===== config.mk =====
export PLATFORM = sky130hd
export DESIGN_NAME = tcap_timer
export DESIGN_NICKNAME = d
export VERILOG_FILES = /design/src/rtl/tcap_pkg.sv /design/src/rtl/tcap_edge_sync.sv /design/src/rtl/tcap_counter.sv /design/src/rtl/tcap_flags.sv /design/src/rtl/tcap_timer.sv
export SDC_FILE = /design/constraint.sdc
export NUM_CORES = 1
export LEC_CHECK = 0
export ABC_AREA = 1
export BUFFER_PORTS_ARGS = -buffer_cell sky130_fd_sc_hd__clkbuf_2
export CAP_MARGIN = 40
export CORE_UTILIZATION = 53
export DETAILED_ROUTE_END_ITERATION = 10
export HOLD_SLACK_MARGIN = 0.1
export PLACE_DENSITY_LB_ADDON = 0.3
export SETUP_SLACK_MARGIN = 0.5
export SYNTH_ARGS = -nofsm -noshare
export SYNTH_HDL_FRONTEND = slang
export SYNTH_SLANG_ARGS = --single-unit

===== constraint.sdc =====
create_clock -name clk -period 2.5 [get_ports clk]
set_clock_uncertainty 0.05 [all_clocks]
set_input_delay 0.25 -clock clk [delete_from_list [all_inputs] [get_ports clk]]
set_output_delay 0.25 -clock clk [all_outputs]
set_load 0.02 [all_outputs]

===== src/rtl/tcap_pkg.sv =====
package tcap_pkg;
  typedef enum logic [1:0] {
    EDGE_NONE = 2'b00,
    EDGE_RISE = 2'b01,
    EDGE_FALL = 2'b10,
    EDGE_BOTH = 2'b11
  } edge_sel_e;

  localparam int FLAG_CAP = 0;
  localparam int FLAG_OVF = 1;
  localparam int NUM_FLAGS = 2;
endpackage


===== src/rtl/tcap_edge_sync.sv =====
module tcap_edge_sync #(
  parameter int STAGES = 2
) (
  input  logic       clk,
  input  logic       rst_n,
  input  logic       din,
  input  logic [1:0] edge_sel,
  output logic       hit
);
  import tcap_pkg::*;

  logic [STAGES-1:0] sync_q;
  logic              prev_q;
  logic              lvl;
  logic              rise;
  logic              fall;

  always_ff @(posedge clk or negedge rst_n) begin
    if (!rst_n) begin
      sync_q <= '0;
      prev_q <= 1'b0;
    end else begin
      sync_q <= {sync_q[STAGES-2:0], din};
      prev_q <= sync_q[STAGES-1];
    end
  end

  assign lvl  = sync_q[STAGES-1];
  assign rise = lvl & ~prev_q;
  assign fall = ~lvl & prev_q;

  always_comb begin
    unique case (edge_sel_e'(edge_sel))
      EDGE_RISE: hit = rise;
      EDGE_FALL: hit = fall;
      EDGE_BOTH: hit = rise | fall;
      default:   hit = 1'b0;
    endcase
  end
endmodule


===== src/rtl/tcap_counter.sv =====
module tcap_counter #(
  parameter int CNT_W = 8
) (
  input  logic             clk,
  input  logic             rst_n,
  input  logic             start,
  input  logic             tick,
  input  logic             hit,
  input  logic             clr_mode,
  input  logic             init_level,
  output logic [CNT_W-1:0] cnt,
  output logic [CNT_W-1:0] data,
  output logic             ovf_evt,
  output logic             lvl
);
  localparam logic [CNT_W-1:0] CNT_MAX = {CNT_W{1'b1}};

  logic restart;

  assign restart = hit & clr_mode;
  assign ovf_evt = start & tick & (cnt == CNT_MAX) & ~restart;

  always_ff @(posedge clk or negedge rst_n) begin
    if (!rst_n) begin
      cnt  <= '0;
      data <= '0;
      lvl  <= 1'b0;
    end else if (!start) begin
      cnt <= '0;
      lvl <= init_level;
    end else begin
      if (hit) data <= cnt;
      if (restart)   cnt <= '0;
      else if (tick) cnt <= cnt + 1'b1;
      if (ovf_evt) lvl <= ~lvl;
    end
  end
endmodule


===== src/rtl/tcap_flags.sv =====
module tcap_flags #(
  parameter int N = 2
) (
  input  logic         clk,
  input  logic         rst_n,
  input  logic [N-1:0] set,
  input  logic [N-1:0] clr,
  output logic [N-1:0] flag
);
  for (genvar g = 0; g < N; g++) begin : g_flag
    always_ff @(posedge clk or negedge rst_n) begin
      if (!rst_n)      flag[g] <= 1'b0;
      else if (set[g]) flag[g] <= 1'b1;
      else if (clr[g]) flag[g] <= 1'b0;
    end
  end
endmodule


===== src/rtl/tcap_timer.sv =====
module tcap_timer #(
  parameter int CNT_W       = 8,
  parameter int SYNC_STAGES = 2
) (
  input  logic             clk,
  input  logic             rst_n,
  input  logic             tick_en,
  input  logic             start,
  input  logic [2:0]       mode,
  input  logic             cap_in,
  input  logic             cap_ie,
  input  logic             ovf_ie,
  input  logic             cap_clr,
  input  logic             ovf_clr,
  input  logic             init_level,
  input  logic             tout_oe,
  output logic [CNT_W-1:0] count,
  output logic [CNT_W-1:0] cap_data,
  output logic             cap_flag,
  output logic             ovf_flag,
  output logic             irq,
  output logic             tout
);
  import tcap_pkg::*;

  logic                 edge_hit;
  logic                 cap_hit;
  logic                 ovf_evt;
  logic                 tout_lvl;
  logic [NUM_FLAGS-1:0] f_set;
  logic [NUM_FLAGS-1:0] f_clr;
  logic [NUM_FLAGS-1:0] f_q;

  tcap_edge_sync #(.STAGES(SYNC_STAGES)) u_sync (
    .clk      (clk),
    .rst_n    (rst_n),
    .din      (cap_in),
    .edge_sel (mode[1:0]),
    .hit      (edge_hit)
  );

  assign cap_hit = edge_hit & start;

  tcap_counter #(.CNT_W(CNT_W)) u_cnt (
    .clk        (clk),
    .rst_n      (rst_n),
    .start      (start),
    .tick       (tick_en),
    .hit        (cap_hit),
    .clr_mode   (mode[2]),
    .init_level (init_level),
    .cnt        (count),
    .data       (cap_data),
    .ovf_evt    (ovf_evt),
    .lvl        (tout_lvl)
  );

  always_comb begin
    f_set = '0;
    f_clr = '0;
    f_set[FLAG_CAP] = cap_hit;
    f_set[FLAG_OVF] = ovf_evt;
    f_clr[FLAG_CAP] = cap_clr;
    f_clr[FLAG_OVF] = ovf_clr;
  end

  tcap_flags #(.N(NUM_FLAGS)) u_flags (
    .clk   (clk),
    .rst_n (rst_n),
    .set   (f_set),
    .clr   (f_clr),
    .flag  (f_q)
  );

  assign cap_flag = f_q[FLAG_CAP];
  assign ovf_flag = f_q[FLAG_OVF];
  assign irq      = (cap_flag & cap_ie) | (ovf_flag & ovf_ie);
  assign tout     = tout_oe & tout_lvl;
endmodule


==> results of run 1 <==
layout by cell type (no fill, tap or decap):
master	count
o21ai_2	3
a21oi_4	1
nor3_1	1
dlygate4sd3_1	3
nand4_1	5
ha_1	3
xor2_1	5
nor2_1	11
inv_2	2
nand3_1	8
dfrtp_1	22
nand2_2	2
clkbuf_2	33
a22o_1	1
nand3_4	1
nand3_2	1
a31oi_1	1
inv_1	12
clkbuf_4	3
nand2_1	35
bufinv_16	1
o21ai_0	3
flip-flops by register name, summed over array words and instances, names as in the netlist:
| name | cells |
|---|---|
| u_cnt.cnt | 8 |
| u_sync.sync_q | 2 |
| u_cnt.lvl | 1 |
| u_sync.prev_q | 1 |
| u_cnt.data | 8 |
| u_flags.flag | 2 |
per-layer routing:
| layer | wire, µm | vias to the layer above |
|---|---|---|
| li1 | - | 461 |
| met1 | 1010 | 412 |
| met2 | 1000 | 38 |
| met3 | 92 | 2 |
| met4 | 14 | 0 |
| met5 | 0 | - |
cell families after synthesis:
kind of cell,count (synthesis),synth area share (%)
xor gates and xnor gates,5,4.09
and+or+nand+nor,64,27.0
adders and majority gates,3,3.51
AOI/OAI and AO/OA,9,6.78
DFF,22,51.5
buffers and inverters,17,7.13
per-stage QoR:
stage,instances,instance area [µm²],hold WS [ns],power [mW],utilization [%]
2_1_floorplan,120,1070,-0.0956,0.442,-
3_3_place_gp,175,1240,0.196,0.473,69.0
3_5_place_dp,175,1240,0.198,0.477,69.0
4_1_cts,182,1330,0.103,0.748,73.5
5_1_grt,182,1330,0.128,0.773,73.5
6_report,182,1330,0.0995,0.741,73.5
synthesized netlist by cell type:
library cell  number
a21oi_4            1
nand2_2            2
buf_6              1
nand2_1           35
o21ai_2            3
o21ai_0            3
nand3_4            1
nand3_1            8
buf_2              1
ha_1               3
a22o_1             1
nor2_1            11
inv_2              2
nor3_1             1
xor2_1             5
nand3_2            1
nand4_1            5
buf_4              1
a31oi_1            1
inv_1             12
dfrtp_1           22
cell type report:
| cell class | instances | area, µm² | share of cell area, % |
|---|---|---|---|
| clock buffer | 3 | 22.5 | 1.70 |
| clock inverter | 1 | 30.0 | 2.27 |
| inverter | 14 | 52.6 | 3.97 |
| multi-input combinational | 81 | 443 | 33.4 |
| sequential | 22 | 551 | 41.5 |
| tap | 25 | 31.3 | 2.36 |
| timing repair buffer | 36 | 195 | 14.7 |
power breakdown:
group / internal [mW] / switching, mW
Clock: 0.162 / 0.106
Sequential: 0.369 / 0.00987
Combinational: 0.0329 / 0.0616
how the worst max path moves through the flow:
stage                     startpoint              end  slack (ns)
floorplan               u_cnt.cnt[1]        u_cnt.lvl        1.08
global placement    u_sync.sync_q[1]     u_cnt.cnt[6]        1.03
detailed placement     u_sync.prev_q  u_flags.flag[0]        0.92
CTS                    u_sync.prev_q  u_flags.flag[0]        0.89
global route           u_sync.prev_q  u_flags.flag[0]        0.76
finish                 u_sync.prev_q  u_flags.flag[0]        0.93
worst register-to-register path, stage by stage (launching register included):
cell and delay, ns:
dfrtp_1 0.39, inv_1 0.06, ha_1 0.27, inv_1 0.04, nand2_1 0.06, nand3_2 0.17
nand2_2 0.27, o21ai_0 0.14
==> results.json, run 1 <==
{
  "dr.pass1.iters": 4,
  "antenna_left": 0,
  "netlist_area_um2": 1070,
  "cpMostUsedCell": "inv_1",
  "path_max_fanout": 12,
  "cts_sinks": 22,
  "cp.depth": 7,
  "clkTransAtPathRegs_ns": 0.12,
  "path_buf_inv": 2,
  "reg2reg_to": "u_flags.flag[0]",
  "fp-row-count": 15,
  "ir_worst_vdd_uv": 575,
  "synth_cell_types": 21,
  "synthToLayoutAreaGrowth_pct": 23.9,
  "drc": 0,
  "max_slew.worst_pin.slew_ns": 0.517,
  "grt_pass1_wl_um": 3260,
  "vias": 913,
  "die_area_um2": 2200,
  "ys_top_cells_by_area": "dfrtp_1 (51%), nand2_1 (12%), inv_1 (4.2%), xor2_1 (4.1%), nor2_1 (3.9%)",
  "synth-warning-count": 0,
  "ys_seq_area_share_pct": 51.5,
  "min_from": "cap_clr",
  "use_met3_pct": 3.46,
  "synth_top_cell_area_share_pct": 51.5,
  "cts_max_path_buffers": 2,
  "critPathTopFamily": "simple AND/OR/NAND/NOR gates",
  "startpoint_type": "flop",
  "leakage_nw": 0.715,
  "wirelength_um": 2120,
  "drt_iter0_drc": 32,
  "globalRoute.busiestLayer": "met2",
  "rsz0062_at_grt": "no",
  "hold_buffers": 3,
  "start_util_pct": 59.4,
  "drv_cap": 0,
  "grt-ovfl-total": 0,
  "post_drt_wl_per_cell_um": 11.6,
  "grt_max_degree": 23,
  "gr-usage-met1_pct": 27.5,
  "yosysTopAreaCell": "dfrtp_1",
  "worstRegToRegCells": 7,
  "cp_cell_sequence": "inv_1, ha_1, inv_1, nand2_1, nand3_2, nand2_2, o21ai_0",
  "pin_count": 34,
  "die_w_um": 46.9,
  "synthCells": 120,
  "critPathMaxStageDelay_ns": 0.39,
  "crit_required_ns": 2.63,
  "gp_congestion": 0.855,
  "drive_gt1_share_pct": 29.9,
  "worstSetupEndpointType": "flop",
  "num-fill-cells": 139,
  "synth-seq-cells": 22,
  "portBuffers": 33,
  "dp_slack_ns": 0.919,
  "tns_ns": 0,
  "viasPerCell": 5.02,
  "layout_worst_path_cycle_share_pct": 62.8,
  "finalSetupViolations": 0,
  "power.density_nw_per_um2": 559,
  "coreArea_um2": 1800,
  "tritoncts": "yes",
  "reg2reg_from": "u_sync.prev_q",
  "cts_resized": 0,
  "cts_root_buffer": "clkbuf_4",
  "clk_latency_ns": 0.30,
  "hpwl_um": 1610,
  "hold_viol_final": 0,
  "die_h_um": 46.9,
  "critical-path-slowest-cell": "dfrtp_1",
  "cts_max_level": 1,
  "rrSetupSlack_ns": 0.93,
  "critPathKind": "flop to flop",
  "grt.met2_usage_pct": 36.7,
  "grt_use_total_pct": 21.3,
  "synth_nets": 137,
  "holdPathEnd": "u_flags.flag[0]",
  "cts_setup_buffers": 0,
  "outcome": "completed",
  "antenna_found_initial": 0,
  "critPathArrivalTime_ns": 1.70,
  "fmax_mhz": 636,
  "relSlewSlack_pct": 65.6,
  "syn_avg_cell_area_um2": 8.91,
  "min_period_ns": 1.57,
  "layout.nets": 175,
  "antenna_cells": 0,
  "hold_depth": 2,
  "hold_class": "input port to flop",
  "setup_ws_ns": 0.929,
  "grt_pass1_vias": 775,
  "cts_buffers": 3,
  "finalMaxSlewViolations": 0
}
Power figures use the tool's default switching activity.
==> run 2, diff against run 1 <==
- CORE_UTILIZATION: 53 -> 44
- clock period: 2.5 -> 1.4 ns (I/O delays scaled with it)
==> run 2 against run 1 <==
  * The run now ends with negative setup slack left
  * Power grew 100%
  * Largest cell class is now non-clock buffers
  * Critical endpoint is now u_cnt.cnt[6]
  * Via count grew 22%
  * Worst hold slack gained 0.0062 ns
==> results.json, run 2 (synthesis results as in run 1) <==
{
  "setup_ws_ns": -0.0300,
  "grt_use_total_pct": 26.4,
  "hold_depth": 5,
  "vias": 1116,
  "wirelength_um": 3380,
  "cts_max_level": 1,
  "tritoncts": "yes",
  "dr_wl_met2_um": 1830,
  "p_sw_share_pct": 27.1,
  "synthToLayoutAreaGrowth_pct": 76.8,
  "die_h_um": 51.3,
  "viasPerCell": 5.14,
  "max_slew.worst_pin.slew_ns": 0.570,
  "outcome": "finished, violations left",
  "tns_ns": -0.0355,
  "drive_gt1_share_pct": 55.0,
  "layout_common_cells": "buf_4 (25), nand2_1 (24), dfrtp_1 (14), clkbuf_2 (13), clkbuf_8 (11)",
  "portBuffers": 33,
  "holdPathEnd": "u_cnt.lvl",
  "p_clk_share_pct": 33.9,
  "cts_buffers": 3,
  "fmax_mhz": 699,
  "rsz0062_at_grt": "yes",
  "power_mw": 1.52,
  "cts_root_buffer": "clkbuf_4",
  "relSlewSlack_pct": 62.0,
  "violations": "negative setup slack",
  "critPathKind": "flop to flop",
  "grt_pass1_vias": 1121,
  "ir_worst_vdd_uv": 894,
  "die_w_um": 51.3,
  "drv_cap": 0,
  "drt-met1-wl_um": 1230,
  "layout.nets": 207,
  "route.met3.wl_um": 150,
  "worstRegToRegCells": 7,
  "hold_viol_final": 0,
  "power.density_nw_per_um2": 801,
  "path_max_fanout": 6,
  "cts_max_path_buffers": 2,
  "layout_worst_path_cycle_share_pct": 102,
  "leakage_nw": 0.948,
  "final_common_cell": "buf_4",
  "pin_count": 34,
  "antenna_cells": 0,
  "finalMaxSlewViolations": 0,
  "stdcell_count": 217,
  "critPathArrivalTime_ns": 1.64,
  "coreArea_um2": 2250,
  "dr.pass1.iters": 4,
  "dp_slack_ns": -0.0300,
  "p_seq_share_pct": 45.0,
  "post_drt_wl_per_cell_um": 15.6,
  "reg2reg_from": "u_sync.sync_q[1]",
  "clkTransAtPathRegs_ns": 0.14,
  "grt_pass1_wl_um": 5080,
  "min_from": "init_level",
  "die_area_um2": 2630,
  "top_regs": "u_cnt.cnt (8), u_cnt.data (8)",
  "drc": 0,
  "dp.cells": 183,
  "top_layer": "met4",
  "p_comb_share_pct": 21.1,
  "grt-ovfl-total": 0,
  "antenna_found_initial": 0,
  "gp_congestion": 0.788,
  "hold_class": "input port to flop",
  "clk_latency_ns": 0.33,
  "num-fill-cells": 111,
  "worstSetupEndpointType": "flop",
  "grt_max_degree": 23,
  "finalSetupViolations": 2,
  "rrSetupSlack_ns": -0.03,
  "hpwl_um": 1660,
  "p_sw_mw": 0.411,
  "fp-row-count": 17,
  "start_util_pct": 47.4,
  "startpoint_type": "flop",
  "antenna_left": 0,
  "cts_sinks": 22,
  "crit_required_ns": 1.61,
  "drt_iter0_drc": 21,
  "p_int_mw": 1.11,
  "reg2reg_to": "u_cnt.cnt[6]",
  "min_period_ns": 1.43
}
## run 2: changes by cell type in the layout (fill, tap and decap cells not counted), sizes merged
cell         change
dlygate4sd3      +1
nand2            +1
buf             +39
clkbuf           -9
## run 2: how the worst max path moves through the flow
stage,end,from,cells past startpoint,slack (ns)
after floorplan,u_cnt.lvl,u_sync.prev_q,10,0.05
after detailed placement,u_cnt.lvl,u_sync.prev_q,10,-0.03
after CTS,u_cnt.cnt[6],u_sync.sync_q[1],7,-0.005
after global placement,u_cnt.lvl,u_sync.prev_q,10,0.02
final,u_cnt.cnt[6],u_sync.sync_q[1],7,-0.03
after global routing,u_cnt.cnt[5],u_sync.sync_q[1],7,-0.10
## run 2: cell type report
class                           count  area, µm²  share of cell area [%]
Timing Repair Buffer               67        628                    33.2
Multi-Input combinational cell     82        563                    29.8
Sequential cell                    22        561                    29.6
Inverter                           14       52.6                    2.78
Tap cell                           28       35.0                    1.85
Clock inverter                      1       30.0                    1.59
Clock buffer                        3       22.5                    1.19
## run 2: critical path, cell delays in order (launching register included)
cell and delay [ns]:
dfrtp_1 0.45, ha_4 0.28, inv_2 0.03, nand2_2 0.06, nand3_4 0.10, nand3_4 0.13, nand2_2 0.13, nor3_2 0.14
## run 2: power by group through the flow
stage / Clock [mW] / Combinational (mW) / Sequential, mW
after global routing: 0.534 / 0.342 / 0.685
final: 0.514 / 0.319 / 0.682
after floorplan: 0 / 0.0920 / 0.709
after detailed placement: 0 / 0.186 / 0.690
after global placement: 0 / 0.180 / 0.689
after CTS: 0.503 / 0.294 / 0.679
## run 2: through the flow
step | hold WS [ns] | util [%] | area [µm²]
6_report | 0.106 | 83.9 | 1890
4_1_cts | 0.122 | 78.0 | 1760
2_1_floorplan | -0.206 | - | 1100
3_5_place_dp | 0.104 | 58.2 | 1310
3_3_place_gp | 0.0964 | 58.2 | 1310
5_1_grt | 0.133 | 83.9 | 1890
## run 2: repair_timing
action                                  4_1_cts  5_1_grt
hold buffers                                  4        0
endpoints found under the hold margin        25        0
setup buffers                                16        9
gates resized for setup                      49       28
endpoints found under the setup margin       39       39
pin swaps                                     1        0
gates cloned                                  1        0
## run 2: per-layer routing
metal / GRT usage, % / vias to the layer above
li1: - / 522
met1: 30.0 / 527
met2: 50.4 / 48
met3: 3.27 / 19
met4: 8.11 / 0
met5: 0 / -
